===== config.mk =====
export PLATFORM = sky130hd
export DESIGN_NAME = cfg_serial_port
export DESIGN_NICKNAME = d
export VERILOG_FILES = /design/src/rtl/cfgp_pkg.sv /design/src/rtl/cfgp_sync.sv /design/src/rtl/cfgp_deframer.sv /design/src/rtl/cfgp_bank.sv /design/src/rtl/cfg_serial_port.sv
export SDC_FILE = /design/constraint.sdc
export NUM_CORES = 1
export LEC_CHECK = 0
export BUFFER_PORTS_ARGS = -buffer_cell sky130_fd_sc_hd__buf_4
export CELL_PAD_IN_SITES_DETAIL_PLACEMENT = 0
export CELL_PAD_IN_SITES_GLOBAL_PLACEMENT = 2
export CORE_UTILIZATION = 39
export DETAILED_ROUTE_END_ITERATION = 12
export PLACE_DENSITY = 0.9
export SLEW_MARGIN = 5
export SYNTH_ARGS = -nofsm -noshare
export SYNTH_HDL_FRONTEND = slang
export SYNTH_SLANG_ARGS = --single-unit

===== constraint.sdc =====
create_clock -name clk -period 1.9 [get_ports clk]
set_input_delay 0.38 -clock clk [delete_from_list [all_inputs] [get_ports clk]]
set_output_delay 0.38 -clock clk [all_outputs]
set_load 0.005 [all_outputs]

===== src/rtl/cfgp_pkg.sv =====
package cfgp_pkg;
  localparam int BYTE_W     = 8;
  localparam int ADDR_W     = 6;
  localparam int NUM_CH     = 2;
  localparam int CHSEL_BIT  = 6;
  localparam int RSVD_BIT   = 7;
  localparam int IPD_BIT    = 5;
  localparam int ALRST_BIT  = 4;
  localparam int UA_BIT     = 2;
  localparam int CPEX_BIT   = 0;
  localparam logic [BYTE_W-1:0] CTRL_RESET = 8'h20;
  localparam int MAX_BYTES  = 4;

  typedef struct packed {
    logic wr_ctrl;
    logic wr_slots;
    logic is_x;
  } commit_t;
endpackage


===== src/rtl/cfgp_sync.sv =====
module cfgp_sync #(
  parameter int W = 1,
  parameter int STAGES = 2,
  parameter logic [W-1:0] RST_VAL = '0
) (
  input  logic         clk,
  input  logic         rst_n,
  input  logic [W-1:0] d,
  output logic [W-1:0] q
);
  logic [W-1:0] chain [STAGES];

  always_ff @(posedge clk or negedge rst_n)
    if (!rst_n) chain[0] <= RST_VAL;
    else        chain[0] <= d;

  for (genvar s = 1; s < STAGES; s++) begin : g_stage
    always_ff @(posedge clk or negedge rst_n)
      if (!rst_n) chain[s] <= RST_VAL;
      else        chain[s] <= chain[s-1];
  end

  assign q = chain[STAGES-1];
endmodule


===== src/rtl/cfgp_deframer.sv =====
module cfgp_deframer
  import cfgp_pkg::*;
#(
  parameter int SLOT_W = 6
) (
  input  logic              clk,
  input  logic              rst_n,
  input  logic              en,
  input  logic [ADDR_W-1:0] dev_addr,
  input  logic              sclk_s,
  input  logic              cs_n_s,
  input  logic              sdi_s,
  output commit_t           cm,
  output logic [BYTE_W-1:0] ctrl_st,
  output logic [SLOT_W-1:0] in_st,
  output logic [SLOT_W-1:0] out_st,
  output logic              hit,
  output logic              is_x
);
  localparam int BIT_CW = $clog2(BYTE_W);
  localparam int BYTE_CW = $clog2(MAX_BYTES + 1);
  localparam logic [BYTE_CW-1:0] LAST_BYTE = BYTE_CW'(MAX_BYTES);

  logic              sclk_q, cs_q;
  logic [BYTE_W-1:0] sh;
  logic [BIT_CW-1:0] bit_cnt;
  logic [BYTE_CW-1:0] byte_cnt;
  logic [BYTE_W-1:0] byte_v;
  logic              rise, frame_end, addr_ok;

  assign rise      = sclk_s & ~sclk_q;
  assign frame_end = en & cs_n_s & ~cs_q;
  assign byte_v    = {sdi_s, sh[BYTE_W-1:1]};
  assign addr_ok   = (byte_v[ADDR_W-1:0] == dev_addr) && !byte_v[RSVD_BIT];

  always_ff @(posedge clk or negedge rst_n)
    if (!rst_n) begin
      sclk_q <= 1'b0;
      cs_q   <= 1'b1;
    end else begin
      sclk_q <= sclk_s;
      cs_q   <= cs_n_s;
    end

  always_ff @(posedge clk or negedge rst_n)
    if (!rst_n) begin
      sh       <= '0;
      bit_cnt  <= '0;
      byte_cnt <= '0;
      hit      <= 1'b0;
      is_x     <= 1'b0;
      ctrl_st  <= '0;
      in_st    <= '0;
      out_st   <= '0;
    end else if (!en || cs_n_s) begin
      bit_cnt  <= '0;
      byte_cnt <= '0;
      hit      <= 1'b0;
    end else if (rise) begin
      sh      <= byte_v;
      bit_cnt <= bit_cnt + 1'b1;
      if (bit_cnt == BIT_CW'(BYTE_W - 1)) begin
        case (byte_cnt)
          BYTE_CW'(0): begin
            hit  <= addr_ok;
            is_x <= byte_v[CHSEL_BIT];
          end
          BYTE_CW'(1): ctrl_st <= byte_v;
          BYTE_CW'(2): in_st   <= byte_v[SLOT_W-1:0];
          BYTE_CW'(3): out_st  <= byte_v[SLOT_W-1:0];
          default: ;
        endcase
        if (byte_cnt != LAST_BYTE) byte_cnt <= byte_cnt + 1'b1;
      end
    end

  always_ff @(posedge clk or negedge rst_n)
    if (!rst_n) cm <= '0;
    else begin
      cm.wr_ctrl  <= frame_end & hit & (byte_cnt >= BYTE_CW'(2));
      cm.wr_slots <= frame_end & hit & (byte_cnt == LAST_BYTE);
      cm.is_x     <= is_x;
    end

  assert_byte_cnt_bound_R4: assert property (@(posedge clk) disable iff (!rst_n)
    byte_cnt <= LAST_BYTE);
  assert_hit_drops_at_end_R8: assert property (@(posedge clk) disable iff (!rst_n)
    (hit && cs_n_s) |=> !hit);
  assert_commit_needs_hit_R2: assert property (@(posedge clk) disable iff (!rst_n)
    cm.wr_ctrl |-> $past(hit));
  assert_idle_when_strapped_R10: assert property (@(posedge clk) disable iff (!rst_n)
    !en |=> (!hit && !cm.wr_ctrl));
endmodule


===== src/rtl/cfgp_bank.sv =====
module cfgp_bank
  import cfgp_pkg::*;
#(
  parameter int SLOT_W = 6
) (
  input  logic              clk,
  input  logic              rst_n,
  input  logic              wr_ctrl,
  input  logic              wr_slots,
  input  logic [BYTE_W-1:0] ctrl_d,
  input  logic [SLOT_W-1:0] in_d,
  input  logic [SLOT_W-1:0] out_d,
  input  logic              alrst_done,
  output logic [BYTE_W-1:0] ctrl_q,
  output logic [SLOT_W-1:0] in_q,
  output logic [SLOT_W-1:0] out_q,
  output logic              upd
);
  always_ff @(posedge clk or negedge rst_n)
    if (!rst_n) begin
      ctrl_q <= CTRL_RESET;
      in_q   <= '0;
      out_q  <= '0;
      upd    <= 1'b0;
    end else begin
      upd <= wr_ctrl;
      if (wr_ctrl) ctrl_q <= ctrl_d;
      else if (alrst_done) ctrl_q[ALRST_BIT] <= 1'b0;
      if (wr_slots) begin
        in_q  <= in_d;
        out_q <= out_d;
      end
    end

  assert_upd_single_R9: assert property (@(posedge clk) disable iff (!rst_n)
    upd |=> !upd);
  assert_alrst_clear_R7: assert property (@(posedge clk) disable iff (!rst_n)
    (alrst_done && !wr_ctrl && ctrl_q[ALRST_BIT]) |=> !ctrl_q[ALRST_BIT]);
  assert_slots_hold_R4: assert property (@(posedge clk) disable iff (!rst_n)
    !wr_slots |=> ($stable(in_q) && $stable(out_q)));
endmodule


===== src/rtl/cfg_serial_port.sv =====
module cfg_serial_port
  import cfgp_pkg::*;
#(
  parameter int SLOT_W = 6,
  parameter int SYNC_STAGES = 2
) (
  input  logic              clk,
  input  logic              rst_n,
  input  logic              sw_mode,
  input  logic [ADDR_W-1:0] dev_addr,
  input  logic              sclk,
  input  logic              cs_n,
  input  logic              sdi,
  input  logic [NUM_CH-1:0] alrst_done,
  output logic [BYTE_W-1:0] ctrl_x,
  output logic [SLOT_W-1:0] in_slot_x,
  output logic [SLOT_W-1:0] out_slot_x,
  output logic [BYTE_W-1:0] ctrl_y,
  output logic [SLOT_W-1:0] in_slot_y,
  output logic [SLOT_W-1:0] out_slot_y,
  output logic [NUM_CH-1:0] upd,
  output logic [NUM_CH-1:0] float_req
);
  logic              sclk_s, cs_n_s, sdi_s;
  commit_t           cm;
  logic [BYTE_W-1:0] ctrl_st;
  logic [SLOT_W-1:0] in_st, out_st;
  logic              hit, is_x;
  logic [BYTE_W-1:0] bank_ctrl [NUM_CH];
  logic [SLOT_W-1:0] bank_in   [NUM_CH];
  logic [SLOT_W-1:0] bank_out  [NUM_CH];
  logic [NUM_CH-1:0] bank_upd;
  logic [BYTE_W-1:0] hw_x, hw_y;

  cfgp_sync #(.W(3), .STAGES(SYNC_STAGES), .RST_VAL(3'b010)) u_sync (
    .clk(clk), .rst_n(rst_n),
    .d({sclk, cs_n, sdi}), .q({sclk_s, cs_n_s, sdi_s})
  );

  cfgp_deframer #(.SLOT_W(SLOT_W)) u_deframer (
    .clk(clk), .rst_n(rst_n), .en(sw_mode), .dev_addr(dev_addr),
    .sclk_s(sclk_s), .cs_n_s(cs_n_s), .sdi_s(sdi_s),
    .cm(cm), .ctrl_st(ctrl_st), .in_st(in_st), .out_st(out_st),
    .hit(hit), .is_x(is_x)
  );

  for (genvar c = 0; c < NUM_CH; c++) begin : g_ch
    localparam logic SEL_X = (c == 0);
    logic ch_sel;
    assign ch_sel = (cm.is_x == SEL_X);
    cfgp_bank #(.SLOT_W(SLOT_W)) u_bank (
      .clk(clk), .rst_n(rst_n),
      .wr_ctrl(cm.wr_ctrl & ch_sel), .wr_slots(cm.wr_slots & ch_sel),
      .ctrl_d(ctrl_st), .in_d(in_st), .out_d(out_st),
      .alrst_done(alrst_done[c]),
      .ctrl_q(bank_ctrl[c]), .in_q(bank_in[c]), .out_q(bank_out[c]),
      .upd(bank_upd[c])
    );
    assign float_req[c] = sw_mode & hit & (is_x == SEL_X);
  end

  always_comb begin
    hw_x = '0;
    hw_x[IPD_BIT]  = cs_n_s;
    hw_x[UA_BIT]   = dev_addr[2];
    hw_x[CPEX_BIT] = dev_addr[0];
    hw_y = '0;
    hw_y[IPD_BIT]  = sdi_s;
    hw_y[UA_BIT]   = dev_addr[5];
    hw_y[CPEX_BIT] = dev_addr[3];
  end

  assign ctrl_x     = sw_mode ? bank_ctrl[0] : hw_x;
  assign ctrl_y     = sw_mode ? bank_ctrl[1] : hw_y;
  assign in_slot_x  = sw_mode ? bank_in[0]   : '0;
  assign out_slot_x = sw_mode ? bank_out[0]  : '0;
  assign in_slot_y  = sw_mode ? bank_in[1]   : '0;
  assign out_slot_y = sw_mode ? bank_out[1]  : '0;
  assign upd        = sw_mode ? bank_upd     : '0;

  assert_one_float_R8: assert property (@(posedge clk) disable iff (!rst_n)
    $onehot0(float_req));
endmodule


==> results.yml, run 1 <==
yosys:
  ys_seq_elements: 88
  ys_async_sr_fraction: 1.00
  yosysSeqAreaShare: 0.583
  syn_inst: 274
  syn_area_per_cell_um2: 13.8
  synth_top_area_share: 0.548
  synth_fp_nets: 295
  syn_area_um2: 3790
  yosys_warnings: 0
  synth.area.top_cells: "dfrtp_1 55%, mux2_2 21%, and2_1 5.9%"
  post-synth-top-area-cell: "dfrtp_1"
  ys.flop_type: "dfrtp_1"
  synth_cell_type_count: 33
  synth-edff-count: 0
sta:
  fin_skew_ns: 0.0115
  hold_viol: 0
  setup_viol_count_final: 0
  rsz0062_at_grt: "no"
  tightestPinTransition_ns: 0.549
  period_share: 0.897
  report.final.slew_viol_count: 0
  fin_crit_ns: 1.70
  max_freq_mhz: 587
  setup_tns_ns: 0
  maxSlewHeadroom: 0.633
cells_and_area:
  final_cell_mix: "83 x dfrtp_1, 72 x mux2_2, 65 x buf_4"
  fin_cells: 475
  fin_nets: 362
  fin_area_um2: 4610
  num-fill-cells: 827
  layout-area-overhead-vs-synth_pct: 21.6
  layout_commonest_cell: "dfrtp_1"
  regArea_um2: 2210
  fin_util: 0.494
  multi_input_area_um2: 1510
  antenna_cells: 0
  drive_gt1_frac: 0.477
global_routing:
  grt_usage: 0.152
  grt_max_degree: 33
  overflow: 0
  grt_pass1_wl_um: 11600
  antenna_found_initial: 0
  grt_pass1_vias: 2281
setup_path:
  cp-startpoint: "u_deframer.bit_cnt[0]"
  slowest_delay_ns: 0.37
  regToRegStartpoint: "u_deframer.bit_cnt[0]"
  start_kind: "flip-flop"
  worstSetupPathType: "reg2reg"
  worstPathCellList: "ha_1, ha_1, and3b_1, and3_2, mux2_2"
  reg2regPathDepth: 5
  arrival_ns: 1.94
  cpMostUsedCell: "ha_1"
  slowest_stage: "dfrtp_1"
  crit_path_end_kind: "flip-flop"
  worstPathRequired_ns: 2.13
  worstPathMaxFanout: 6
place:
  gp_congestion: 0.747
  port_buffers: 57
  dpl.hpwl_um: 4990
  place_area_um2: 4410
  dp.cells: 458
cts:
  post_cts_buffers: 0
  h-tree-depth: 3
  cts_tree: "yes"
  cts-root-buf: "clkbuf_8"
  numCtsBuffers: 9
  cts_sinks: 88
  clock_tree.buffer_depth: 2
  clk_pin_slew_ns: 0.08
  clk_latency_ns: 0.35
route:
  drtAntennaViolNets: 0
  drc: 0
  wl_um: 6860
  vias: 2257
  vias_per_cell: 4.75
  dr.pass1.iters: 4
  wl_per_cell_um: 14.5
  dr.first_iter.drc_count: 39
floorplan:
  die-height_um: 101
  fp.dieW_um: 101
  coreArea_um2: 9330
  start_util: 0.406
  io_pins: 58
  fp-row-count: 35
  die_area_um2: 10100
hold_path:
  hold_path_depth: 1
  min-delay-start: "cs_n"
  hold_path.class: "in2reg"
power_and_ir_drop:
  power_density_nw_per_um2: 748
  irDropWorstVdd_mv: 0.293
  leakagePower_uw: 0.00235
run_status:
  status: "complete, no violations"
flow_run:
  maxCapViolations: 0
-- final cells by class --
| type | count | share of cell area |
|---|---|---|
| flip-flops and latches | 88 | 0.479 |
| multi-input cells | 170 | 0.328 |
| repair buffers | 67 | 0.112 |
| well taps | 129 | 0.0350 |
| clock buffers | 12 | 0.0293 |
| clock inverters | 4 | 0.0119 |
| inverters | 5 | 0.00407 |
-- synth_stat cells (3+ instances only) --
master    instances
mux2_2           72
dfstp_2           5
inv_1             5
ha_1              7
nor2_1            7
nand3_1           4
o21ai_0           3
xor2_1            7
clkbuf_1          5
and2_1           36
nand2_1           6
dfrtp_1          83
nand2b_1          3
buf_2             5
-- cell families (layout without fill, tap and decap cells) --
family          Yosys count  in the layout  share of synthesized area
buf+inv                  16             88                     0.0185
flops                    88             88                      0.583
simple gates             73             73                      0.125
mux                      74             74                      0.219
compound gates            9              9                     0.0155
fa+ha+maj                 7              7                     0.0231
xor+xnor                  7              7                     0.0162
-- where the power goes --
| group | switching, uW | internal [uW] | total (uW) |
|---|---|---|---|
| Combinational | 99.1 | 100 | 199 |
| Sequential | 77.0 | 1920 | 2000 |
| Clock | 633 | 615 | 1250 |
| Total | 809 | 2640 | 3450 |
-- critical path, delay by kind of cell (launching register included) --
family / cells / cell delay, ns
adder cells (fa/ha/maj): 2 / 0.32
flip-flops: 1 / 0.37
multiplexers: 1 / 0.36
AND/OR/NAND/NOR: 2 / 0.55
-- final timing paths --
| path | endpoint | slack [ns] |
|---|---|---|
| worst max-delay path | u_deframer.out_st[3] | 0.20 |
| worst min-delay path | u_sync.chain[4] | 0.13 |
| worst max register to register | u_deframer.out_st[3] | 0.20 |
| worst min register to register | u_sync.q[0] | 0.35 |
| max in group asynchronous | g_ch[1].u_bank.out_q[3] | 0.74 |
| min in group asynchronous | u_deframer.ctrl_st[3] | 0.52 |
-- flip-flops by register name, summed over array words and instances, names as in the netlist, 6 cells and up --
name and flops:
u_deframer.ctrl_st 8, g_ch.u_bank.out_q 12, u_deframer.in_st 6, u_deframer.sh 7, g_ch.u_bank.ctrl_q 16, g_ch.u_bank.in_q 12
u_deframer.out_st 6
-- per-layer routing --
metal / wire length, um / global-route usage / up-vias
met4: 72 / 0.0502 / 0
li1: - / - / 1068
met1: 3200 / 0.201 / 1142
met5: 0 / 0 / -
met3: 295 / 0.0354 / 7
met2: 3290 / 0.247 / 40
-- stage by stage --
stage	hold WS [ns]	worst slack [ns]	total power (uW)
2_1_floorplan	0.0844	0.261	2100
3_3_place_gp	0.333	0.183	2230
3_5_place_dp	0.336	0.115	2240
4_1_cts	0.115	0.100	3490
5_1_grt	0.113	0.0561	3590
6_report	0.135	0.195	3450
-- repair_timing --
action / in CTS / in global routing
resized for setup: 0 / 1
endpoints found under the hold margin: 28 / 0
hold buffers: 1 / 0
setup endpoints to repair: 0 / 6
(Power assumes the default switching activity.)
==> run 2, diff against run 1 <==
==> constraint.sdc (replaced) <==
create_clock -name clk -period 1.9 [get_ports clk]
set_input_delay 0.095 -clock clk [delete_from_list [all_inputs] [get_ports clk]]
set_output_delay 0.095 -clock clk [all_outputs]
set_load 0.005 [all_outputs]
==> results.yml, run 2 (same netlist as run 1, synthesis figures left out) <==
run_status:
  status: "complete, no violations"
sta:
  hold_viol: 0
  rsz0062_at_grt: "no"
  setup_tns_ns: 0
  period_share: 0.935
  setup_viol_count_final: 0
  fin_crit_ns: 1.78
  maxSlewHeadroom: 0.626
  tightestPinTransition_ns: 0.560
  max_freq_mhz: 563
  report.final.slew_viol_count: 0
  fin_skew_ns: 0.0144
global_routing:
  overflow: 0
  use_met2: 0.234
  grt_pass1_vias: 2205
  grt_use_met3: 0.0340
  antenna_found_initial: 0
  grt_max_degree: 46
  grtUsageMet1: 0.195
  grt_usage: 0.148
  grt_pass1_wl_um: 11300
  top_usage_layer: "met2"
floorplan:
  fp-row-count: 35
  die-height_um: 101
  coreArea_um2: 9330
  die_area_um2: 10100
  io_pins: 58
  fp.dieW_um: 101
  start_util: 0.406
route:
  vias_per_cell: 4.64
  wl_per_cell_um: 14.1
  vias: 2207
  drtAntennaViolNets: 0
  drc: 0
  wl_um: 6720
  dr.first_iter.drc_count: 58
  dr.pass1.iters: 3
cts:
  cts_resized: 0
  clk_latency_ns: 0.36
  cts_tree: "yes"
  cts_sinks: 88
  clock_tree.buffer_depth: 2
  post_cts_buffers: 0
  clk_pin_slew_ns: 0.09
  cts-root-buf: "clkbuf_8"
  h-tree-depth: 3
  numCtsBuffers: 9
place:
  port_buffers: 57
  dpl.hpwl_um: 4780
  dp.cells: 454
  gp_congestion: 0.776
  place_area_um2: 4380
cells_and_area:
  top_register: "g_ch.u_bank.ctrl_q"
  largest_reg_flops: 16
  layout-area-overhead-vs-synth_pct: 23.0
  fin_cells: 476
  drive_gt1_frac: 0.467
  antenna_cells: 0
  layout_commonest_cell: "dfrtp_1"
  fin_area_um2: 4660
  top_regs: "g_ch.u_bank.ctrl_q: 16 flops, g_ch.u_bank.in_q: 12 flops, g_ch.u_bank.out_q: 12 flops"
  fin_nets: 363
  final_cell_mix: "83 x dfrtp_1, 72 x mux2_2, 61 x buf_4"
  num-fill-cells: 809
setup_path:
  worstPathMaxFanout: 6
  worstPathRequired_ns: 2.14
  worstSetupPathType: "reg2reg"
  arrival_ns: 2.01
  crit_path_end_kind: "flip-flop"
  start_kind: "flip-flop"
power_and_ir_drop:
  leakagePower_uw: 0.00237
  power_density_nw_per_um2: 774
  irDropWorstVdd_mv: 0.356
flow_run:
  maxCapViolations: 0
hold_path:
  hold_path.class: "in2async"
==> run 2: cell types whose count changed in the layout (fill, tap and decap cells not counted) <==
cell           before  now
and3_2              1    0
and3_1              1    2
clkbuf_1            3    1
dlygate4sd3_1       1    6
buf_4              65   61
bufinv_16           1    2
clkinv_4            2    3
==> run 2: through the flow <==
step                setup WS (ns)  utilization  hold slack (ns)  total power (uW)
floorplan                   0.261            -           -0.201              2100
global placement            0.197        0.469            0.123              2230
detailed placement          0.120        0.469            0.122              2230
CTS                         0.119        0.499            0.269              3670
global route              0.00160        0.499            0.270              3770
finish                      0.124        0.499            0.274              3610
==> run 2: power breakdown <==
group / switching (uW) / internal (uW)
Sequential: 76.3 / 1920
Combinational: 98.7 / 102
Clock: 660 / 748
==> run 2: timing repair <==
action	in CTS	in global routing
hold buffers	6	0
setup endpoints to repair	0	0
hold endpoints to repair	42	0
==> run 2: layout make-up <==
class	count	area, um2	share of cell area
multi-input combinational	170	1510	0.324
clock inverter	6	93.8	0.0201
tap	129	161	0.0346
timing repair buffer	68	538	0.115
clock buffer	10	128	0.0274
sequential	88	2210	0.474
inverter	5	18.8	0.00403
==> run 2: per-layer routing <==
metal	part of all wire	vias up
met4	0.016	0
met2	0.47	38
li1	-	1068
met1	0.48	1090
met3	0.035	11
met5	0	-
==> run 2: path summary, 6_finish.rpt <==
check                                            from                  endpoint  slack, ns  cells after the start
worst max-delay path            u_deframer.bit_cnt[0]      u_deframer.out_st[4]       0.12                      5
worst max register to register  u_deframer.bit_cnt[0]      u_deframer.out_st[4]       0.12                      5
worst min register to register        u_sync.chain[3]               u_sync.q[0]       0.35                      0
max in group asynchronous                       rst_n   g_ch[0].u_bank.out_q[3]       1.04                      3
worst min-delay path                            rst_n  g_ch[0].u_bank.ctrl_q[3]       0.27                      2
min in group clk                              sw_mode           u_deframer.is_x       0.28                      4
==> run 2: worst max-delay path: stages, from the launching register on <==
cell,delay [ns]
dfrtp_1,0.37
ha_1,0.16
ha_1,0.17
and3b_1,0.24
and3_1,0.35
mux2_2,0.37
